## config.mk

```make
export PLATFORM = sky130hd
export DESIGN_NAME = rs485_dir_ctrl
export DESIGN_NICKNAME = d
export VERILOG_FILES = /design/src/rtl/rs485_dir_pkg.sv /design/src/rtl/rs485_cfg_capture.sv /design/src/rtl/rs485_turnaround.sv /design/src/rtl/rs485_pin_drive.sv /design/src/rtl/rs485_dir_ctrl.sv
export SDC_FILE = /design/constraint.sdc
export NUM_CORES = 1
export LEC_CHECK = 0
export BUFFER_PORTS_ARGS = -buffer_cell sky130_fd_sc_hd__buf_4
export CAP_MARGIN = 20
export CORE_MARGIN = 2
export CORE_UTILIZATION = 45
export CTS_BUF_LIST = sky130_fd_sc_hd__clkbuf_4
export DETAILED_ROUTE_END_ITERATION = 8
export HOLD_SLACK_MARGIN = 0.12
export PLACE_DENSITY = 0.82
export RECOVER_POWER = 100
export SLEW_MARGIN = 25
export SYNTH_ARGS = -nofsm -noshare
export SYNTH_HDL_FRONTEND = slang
export SYNTH_SLANG_ARGS = --single-unit
```

## constraint.sdc

```tcl
create_clock -name clk -period 2.5 [get_ports clk]
set_input_delay 0.375 -clock clk [delete_from_list [all_inputs] [get_ports clk]]
set_output_delay 0.375 -clock clk [all_outputs]
set_load 0.05 [all_outputs]
```

## src/rtl/rs485_dir_pkg.sv

```systemverilog
package rs485_dir_pkg;
  localparam int unsigned FLEN_W = 4;

  typedef struct packed {
    logic              oe_sel;
    logic              oe_pol;
    logic              hold_en;
    logic              tx_inv;
    logic [FLEN_W-1:0] frame_len;
  } dir_cfg_t;
endpackage

```

## src/rtl/rs485_cfg_capture.sv

```systemverilog
module rs485_cfg_capture
  import rs485_dir_pkg::*;
(
  input  logic     clk,
  input  logic     rst_n,
  input  logic     idle,
  input  dir_cfg_t cfg_live,
  output dir_cfg_t cfg_eff
);
  dir_cfg_t cfg_q, cfg_d;
  logic     cfg_en;

  // capture enable: only while nothing is in flight
  always_comb begin
    cfg_en = idle;
    cfg_d  = cfg_live;
  end

  always_ff @(posedge clk or negedge rst_n) begin
    if (!rst_n)      cfg_q <= '0;
    else if (cfg_en) cfg_q <= cfg_d;
  end

  // idle: live inputs act at once; busy: held copy
  always_comb cfg_eff = idle ? cfg_live : cfg_q;

  p_cfg_frozen_r9: assert property (@(posedge clk) disable iff (!rst_n)
    !idle |=> $stable(cfg_q));
endmodule

```

## src/rtl/rs485_turnaround.sv

```systemverilog
module rs485_turnaround
  import rs485_dir_pkg::*;
(
  input  logic              clk,
  input  logic              rst_n,
  input  logic              tx_start,
  input  logic              tx_done,
  input  logic              bit_tick,
  input  logic              hold_en,
  input  logic [FLEN_W-1:0] frame_len,
  output logic              busy,
  output logic              idle
);
  logic              sending_q, sending_d;
  logic [FLEN_W-1:0] hold_q, hold_d;
  logic              hold_live, load_hold;

  always_comb begin
    hold_live = (hold_q != '0);
    load_hold = tx_done && sending_q && hold_en && !tx_start;
    idle      = !sending_q && !hold_live;
    busy      = sending_q || hold_live || tx_start;

    sending_d = sending_q;
    if (tx_start)     sending_d = 1'b1;
    else if (tx_done) sending_d = 1'b0;

    hold_d = hold_q;
    if (tx_start)                    hold_d = '0;
    else if (load_hold)              hold_d = frame_len;
    else if (hold_live && bit_tick)  hold_d = hold_q - 1'b1;
  end

  always_ff @(posedge clk or negedge rst_n) begin
    if (!rst_n) begin
      sending_q <= 1'b0;
      hold_q    <= '0;
    end else begin
      sending_q <= sending_d;
      hold_q    <= hold_d;
    end
  end

  p_release_r4: assert property (@(posedge clk) disable iff (!rst_n)
    (tx_done && sending_q && !hold_en && !tx_start) |=> (!sending_q && hold_q == '0));
  p_hold_load_r5: assert property (@(posedge clk) disable iff (!rst_n)
    (tx_done && sending_q && hold_en && !tx_start) |=> (hold_q == $past(frame_len)));
  p_hold_count_r5: assert property (@(posedge clk) disable iff (!rst_n)
    (hold_q != '0 && bit_tick && !tx_start) |=> (hold_q == $past(hold_q) - 1'b1));
  p_restart_r6: assert property (@(posedge clk) disable iff (!rst_n)
    tx_start |=> (sending_q && hold_q == '0));
  p_hold_idle_tx_r10: assert property (@(posedge clk) disable iff (!rst_n)
    (hold_q != '0) |-> !sending_q);
endmodule

```

## src/rtl/rs485_pin_drive.sv

```systemverilog
module rs485_pin_drive
  import rs485_dir_pkg::*;
(
  input  dir_cfg_t cfg,
  input  logic     busy,
  input  logic     rts_flow,
  input  logic     tx_raw,
  output logic     rts_pin,
  output logic     txd_pin
);
  logic oe_level;

  always_comb begin
    oe_level = cfg.oe_pol ? busy : !busy;
    rts_pin  = cfg.oe_sel ? oe_level : rts_flow;
    txd_pin  = tx_raw ^ cfg.tx_inv;
  end
endmodule

```

## src/rtl/rs485_dir_ctrl.sv

```systemverilog
module rs485_dir_ctrl
  import rs485_dir_pkg::*;
(
  input  logic              clk,
  input  logic              rst_n,
  input  logic              tx_start,
  input  logic              tx_done,
  input  logic              bit_tick,
  input  logic              tx_raw,
  input  logic              rts_flow,
  input  logic              cfg_oe_sel,
  input  logic              cfg_oe_pol,
  input  logic              cfg_hold_en,
  input  logic              cfg_tx_inv,
  input  logic [FLEN_W-1:0] cfg_frame_len,
  output logic              rts_pin,
  output logic              txd_pin,
  output logic              dir_busy
);
  dir_cfg_t cfg_live, cfg_eff;
  logic     busy, idle;

  always_comb begin
    cfg_live.oe_sel    = cfg_oe_sel;
    cfg_live.oe_pol    = cfg_oe_pol;
    cfg_live.hold_en   = cfg_hold_en;
    cfg_live.tx_inv    = cfg_tx_inv;
    cfg_live.frame_len = cfg_frame_len;
  end

  rs485_cfg_capture u_cfg (
    .clk      (clk),
    .rst_n    (rst_n),
    .idle     (idle),
    .cfg_live (cfg_live),
    .cfg_eff  (cfg_eff)
  );

  rs485_turnaround u_turn (
    .clk       (clk),
    .rst_n     (rst_n),
    .tx_start  (tx_start),
    .tx_done   (tx_done),
    .bit_tick  (bit_tick),
    .hold_en   (cfg_eff.hold_en),
    .frame_len (cfg_eff.frame_len),
    .busy      (busy),
    .idle      (idle)
  );

  rs485_pin_drive u_pins (
    .cfg      (cfg_eff),
    .busy     (busy),
    .rts_flow (rts_flow),
    .tx_raw   (tx_raw),
    .rts_pin  (rts_pin),
    .txd_pin  (txd_pin)
  );

  always_comb dir_busy = busy;

  p_start_enable_r3: assert property (@(posedge clk) disable iff (!rst_n)
    (tx_start && cfg_eff.oe_sel) |-> (rts_pin == cfg_eff.oe_pol));
endmodule

```

==> results of run 1 <==
==> how the worst max path moves through the flow <==
stage,slack (ns),startpoint,endpoint
2_1_floorplan,0.04,u_turn.hold_q[0]$_DFFE_PN0P_,txd_pin
3_3_place_gp,0.33,u_turn.hold_q[0]$_DFFE_PN0P_,rts_pin
5_1_grt,0.008,u_turn.hold_q[0]$_DFFE_PN0P_,rts_pin
6_report,0.16,u_turn.hold_q[0]$_DFFE_PN0P_,txd_pin
4_1_cts,0.08,u_turn.hold_q[0]$_DFFE_PN0P_,txd_pin
3_5_place_dp,0.25,u_turn.hold_q[0]$_DFFE_PN0P_,rts_pin
==> per-stage QoR <==
step | power [uW] | area [um^2] | utilization
after floorplan | 729.5 | 686.9 | -
after global placement | 823.6 | 827.0 | 0.5621
after detailed placement | 849.6 | 827.0 | 0.5621
after CTS | 1001 | 882.1 | 0.5995
after global routing | 1097 | 898.4 | 0.6105
final | 1028 | 898.4 | 0.6105
==> routing by layer <==
| metal | vias up | wire length [um] | part of all wire |
|---|---|---|---|
| li1 | 259 | - | - |
| met1 | 235 | 603 | 0.47 |
| met2 | 7 | 648 | 0.50 |
| met3 | 2 | 36 | 0.028 |
| met4 | 0 | 8 | 0.0062 |
| met5 | - | 0 | 0 |
==> critical path, stage by stage (launching register included) <==
cell and delay [ns]:
dfrtp_1 0.41, inv_2 0.09, ha_4 0.15, nor4b_4 0.23, buf_4 0.18, mux2_4 0.31
xor2_1 0.13, buf_4 0.21
==> cells in the mapped netlist (all sizes together) <==
master / n / area [um^2]
buf: 1 / 11.26
o21ai: 2 / 10.01
ha: 2 / 25.02
xor2: 1 / 8.760
a311oi: 3 / 26.28
mux2: 7 / 82.57
nor2: 5 / 18.77
and3: 1 / 7.510
xnor2: 1 / 8.760
inv: 6 / 22.52
nand3: 1 / 5.000
dfrtp: 13 / 325.3
nor3b: 1 / 7.510
a211o: 1 / 10.01
mux2i: 2 / 20.02
a221o: 1 / 10.01
or2b: 1 / 7.510
and2b: 1 / 8.760
a21o: 1 / 7.510
or3: 2 / 12.51
a211oi: 1 / 7.510
clkbuf: 1 / 3.750
nor4b: 2 / 32.53
nand2: 2 / 7.510
==> final cells by class <==
class                   instances  area (um^2)
clock buffers                   4        30.03
fillers                       133        573.1
inverters                       6        22.52
multi-input cells              38        340.3
flip-flops and latches         13        325.3
well taps                      16        20.02
repair buffers                 22        160.2
==> cells by family (layout without fill, tap and decap cells) <==
logic type               count (synthesis)  after routing  synth area share
AO/OA/AOI/OAI                            9              9            0.1038
XOR/XNOR                                 2              2           0.02551
adder cells (fa/ha/maj)                  2              2           0.03642
buffers and inverters                    8             32           0.05464
flip-flops                              13             13            0.4736
multiplexers                             9              9            0.1494
AND/OR/NAND/NOR                         16             16            0.1567
==> registers in the layout (all words and copies together) (netlist names) <==
name / cells
u_cfg.cfg_q: 8
u_turn.sending_q: 1
u_turn.hold_q: 4
==> power by group <==
group          total (uW)  leakage [uW]  switching (uW)  internal, uW
registers             374      0.000158            70.7           303
logic                 520      0.000240             259           261
clock network         133     0.0000184            60.8          72.5
==> repair_timing <==
action,in CTS,in global routing
gates cloned,0,0
hold buffers,1,0
hold endpoints to repair,13,0
gates resized for setup,0,5
endpoints found under the setup margin,1,3
buffers inserted,2,1
==> metrics, run 1 <==
Crit. End Element output port; hold path depth 2; grt peak-use layer met2; syn_area_per_cell 11.64 um^2; GRT Util Overall 0.1585; relative slew slack 0.5409; most frequent cells in the layout buf_4, dfrtp_1, mux2_2; most common cell after layout, fill and taps aside buf_4; leakage 0.0004167 uW; die extent in y 43.07 um; core box area 0.001471 mm^2; Min-Delay Startpoint tx_start; Slew Limit Fails 0; Clock Skew 0.002927 ns; Placed Cells 91; Die Area 0.001855 mm^2; Final Critical Period 2.340 ns; share of layout cells above drive strength 1 0.4578; Bufs on Longest Clock Path 2; row count 14; final worst-path cycle share 0.9359; Worst Hold Class input port to flop; clk slew on worst S/H paths 0.07 ns; root buf cell clkbuf_4; Total Wirelength 1296 um; post-DP HPWL 982.9 um; final setup vio count 0; ANT nets after route 0; PD cells 1144 mW/mm^2; DRC violations left 0; M1 GR Usage 0.2039; Critical R2R Launch u_turn.hold_q[0]$_DFFE_PN0P_; DR iter-0 viols 5; IO Pins 18; clk sinks 13; distinct cell type count after synthesis 26; r2r worst-path depth 6; post-synthesis instance area 686.9 um^2; Syn. warnings 0; chip width 43.07 um; critical path class flop to output port; grt met2 use 0.2515; first-pass GRT wire length 2208 um; antenna diode count 0; Slew @ Worst Pin 0.6886 ns; Final Wtd Congestion 0.7335; r2r endpoint u_cfg.cfg_q[1]$_DFF_PN0_; endpoints failing hold 0; vias per cell 5.081; Clk Latency, worst-skew pair 0.26 ns; CTS tree yes; Layout area overhead 30.78%; initial antenna violation count 0; number of global-route vias before repair 556; setup ws final 0.1603 ns; Synth Register Bits 13; routed via count 503; met3 Use GR 0.02128; Starting Density 0.4668; Synth Net Count 76; worst hold slack 0.3233 ns; outcome finished, final reports clean; hold path endpoint u_turn.hold_q[0]$_DFFE_PN0P_; gr ovfl total 0; Max-Cap Viols 0; largest net degree at the start of global routing 14; DR WL/cell 13.09 um; RSZ-0062 raised after global routing false; Num CTS Buffers 3; htree depth 1; peak supply drop 0.0005406 V; Arrival @ worst endpoint 1.96 ns; Non-Filler Instances 99; Pre-Repair DR Iteration Count 3; CP max FO 4; synthesized instance count 59; WP data required 2.12 ns; f_max 0.4274 GHz; register-to-register path setup slack 0.86 ns; port bufs 17; Setup TNS 0 ns; post-synthesis sequential area ratio 0.4736; Worst setup SP type flop; Post-layout nets 101; Place WS 0.2487 ns
(Power assumes the default switching activity.)
==> run 2, diff against run 1 <==
- SYNTH_HIERARCHICAL: unset -> 1
==> run 2 against run 1 <==
  * The run now ends with negative setup slack left
  * Largest cell class unchanged
  * Routed wire length is 30% higher
  * Highest routed layer unchanged
  * Total power is 20% higher
  * Worst hold slack better by 0.011 ns
  * Fmax is 16% lower
  * Non-clock buffer count is 9 higher
==> metrics, run 2 <==
outcome complete, but fails checks; failing checks negative setup slack; Bufs on Longest Clock Path 2 (unchanged); Worst Hold Class input port to flop; routed via count 558 (+11%); synthesized instance count 55 (-6.8%); max FFs per register 8 (unchanged); final setup vio count 2 (+2); fillers 111 (-17%); DRC violations left 0 (unchanged); synth top area cells dfrtp_1, mux2_4, xnor2_1, nor3b_1, a211oi_2; Top FF cell, synth dfrtp_1; final worst-path cycle share 1.111 (+0.1755); post-DP HPWL 1078 um (+9.6%); proportion of power drawn by combinational gates 0.607 (+0.101); Total Wirelength 1685 um (+30%); total power 1231 uW (+20%); number of global-route vias before repair 588 (+5.8%); clock share of power 0.115 (-0.015); Clock Skew 0.003890 ns (+0.0009629 ns); Starting Density 0.4714 (+0.004592); internal power 793.6 uW (+25%); Largest regs u_cfg/cfg_q (8), u_turn/hold_q (4), u_turn/sending_q (1); Crit. End Element output port; Post-layout nets 106 (+5.0%); die extent in y 43.50 um (+0.99%); peak supply drop 0.0008480 V (+57%); DR iter-0 viols 7 (+2); root buf cell clkbuf_4; Pre-Repair DR Iteration Count 2 (-1); Num CTS Buffers 3 (unchanged); post-synthesis sequential area ratio 0.4635 (-0.01013); post-synthesis instance area 701.9 um^2 (+2.2%); Max-Cap Viols 0 (unchanged); critical path class flop to output port; PD cells 1162 mW/mm^2 (+1.6%); GRT Util Overall 0.1979 (+0.03940); share of layout cells above drive strength 1 0.6629 (+0.2051); most frequent cells in the layout buf_4, dfrtp_1, mux2_4; leakage 0.0005011 uW (+20%); first-pass GRT wire length 2642 um (+20%); sequential cell area 325.3 um^2 (unchanged); DR WL/cell 16.05 um (+23%); antenna diode count 0 (unchanged); clk slew on worst S/H paths 0.07 ns (about the same); distinct cell type count after synthesis 28 (+7.7%); Arrival @ worst endpoint 2.40 ns (+0.44 ns); RSZ-0062 raised after global routing true; clk sinks 13 (unchanged); IO Pins 18 (unchanged); Switch Pwr 437.9 uW (+12%); Most flops, register u_cfg/cfg_q; gr ovfl total 0 (unchanged); Clk Latency, worst-skew pair 0.28 ns (+0.02 ns); port bufs 17 (unchanged); endpoints failing hold 0 (unchanged); most numerous cell in the Yosys netlist dfrtp_1; CP max FO 3 (-1); Placed Area 905.9 um^2 (+9.5%); cell area after layout 0.001060 mm^2 (+18%); Synth Net Count 71 (-6.6%); cell taking the most area after synthesis dfrtp_1; CTS tree yes; multi-input logic area 422.9 um^2 (+24%); htree depth 1 (unchanged); Layout area overhead 50.98%; Post-synth top cells dfrtp_1, mux2_4, inv_1; Synth Register Bits 13 (unchanged); number of synthesized flops with an enable pin 0 (unchanged); switching part of the total 0.3556 (-0.02459); f_max 0.3599 GHz (-16%); vias per cell 5.314 (+4.6%); relative slew slack 0.5201 (-0.02081); grt peak-use layer met2; sequential share of power 0.278 (-0.086); setup ws final -0.2784 ns (-0.4387 ns); Yosys top cell area share 0.4635 (-0.01013); Place WS -0.04659 ns (-0.2953 ns); final core occ 0.7118 (+0.1012); largest net degree at the start of global routing 14 (unchanged); Slew Limit Fails 0 (unchanged); chip width 43.50 um (+0.99%); syn_area_per_cell 12.76 um^2 (+9.6%); Final Critical Period 2.778 ns (+0.4387 ns); M1 GR Usage 0.2124 (+0.008509); grt met2 use 0.3612 (+0.1097); initial antenna violation count 0 (unchanged); WP data required 2.12 ns (about the same); ANT nets after route 0 (unchanged); Final Wtd Congestion 0.7681 (+4.7%); core box area 0.001489 mm^2 (+1.2%); Slew @ Worst Pin 0.7198 ns (+0.03121 ns); most common cell after layout, fill and taps aside buf_4; met3 Use GR 0.06250 (+0.04122); Worst setup SP type flop; Syn. warnings 6 (+6); Post-synth ARST share 1.000 (unchanged); Die Area 0.001892 mm^2 (+2.0%); row count 14 (unchanged)
[run 2: cell types whose count changed after synthesis, sizes merged, moves of 3 or more]
cell / change
inv: -3
a311oi: -3
nor2: -3
mux2: +3
[run 2: stage by stage]
| step | cells | setup TNS, ns | hold WS (ns) |
|---|---|---|---|
| after floorplan | 55 | 0 | 0.07941 |
| after global placement | 95 | 0 | 0.2263 |
| after detailed placement | 95 | -0.05135 | 0.2280 |
| after CTS | 104 | -0.3993 | 0.2906 |
| after global routing | 105 | -0.5511 | 0.3291 |
| final | 105 | -0.3894 | 0.3348 |
[run 2: kinds of logic after synthesis]
| kind of cell | share of synthesized area |
|---|---|
| simple gates | 0.1301 |
| flops | 0.4635 |
| compound gates | 0.1105 |
| mux | 0.2086 |
| buf+inv | 0.03208 |
| xor+xnor | 0.03744 |
| fa+ha+maj | 0.01782 |
[run 2: what timing repair did]
item	CTS	global route
hold buffers	1	0
gates resized for setup	14	4
setup endpoints to repair	3	5
pin swaps	3	2
setup buffers	4	1
cloned	0	0
hold endpoints to repair	13	0
[run 2: worst paths after layout]
kind	start	slack (ns)	end	depth (start not counted)
worst min-delay path	tx_start	0.33	u_turn/hold_q[0]$_DFFE_PN0P_	2
min in group asynchronous	rst_n	0.68	u_cfg/cfg_q[5]$_DFF_PN0_	2
worst max-delay path	u_turn/hold_q[1]$_DFFE_PN0P_	-0.28	rts_pin	9
worst min register to register	u_cfg/cfg_q[1]$_DFF_PN0_	0.50	u_cfg/cfg_q[1]$_DFF_PN0_	1
worst max register to register	u_turn/hold_q[1]$_DFFE_PN0P_	0.04	u_turn/hold_q[2]$_DFFE_PN0P_	11
max in group asynchronous	rst_n	1.36	u_turn/hold_q[0]$_DFFE_PN0P_	2
[run 2: power by group through the flow]
stage / Clock [uW] / Sequential [uW] / Combinational, uW
2_1_floorplan: 0 / 331 / 448
3_5_place_dp: 0 / 340 / 616
6_report: 142 / 342 / 747
4_1_cts: 146 / 340 / 712
5_1_grt: 152 / 349 / 795
3_3_place_gp: 0 / 336 / 597
[run 2: cell type report]
cell class | instances | area share
timing repair buffer | 31 | 0.2361
multi-input combinational | 38 | 0.3991
clock buffer | 4 | 0.02834
sequential | 13 | 0.3070
inverter | 3 | 0.01063
tap | 16 | 0.01889
[run 2: per-layer routing]
layer | up-vias | wire length (um)
met5 | - | 0
met4 | 0 | 9
met3 | 2 | 53
met2 | 10 | 961
met1 | 279 | 661
li1 | 267 | -
[run 2: worst max-delay path: stages (launching register included)]
cell,delay [ns]
dfrtp_1,0.40
inv_2,0.08
ha_4,0.13
or3b_4,0.40
nor2_4,0.11
buf_6,0.12
mux2_4,0.32
xnor2_2,0.14
mux2_4,0.27
buf_8,0.15
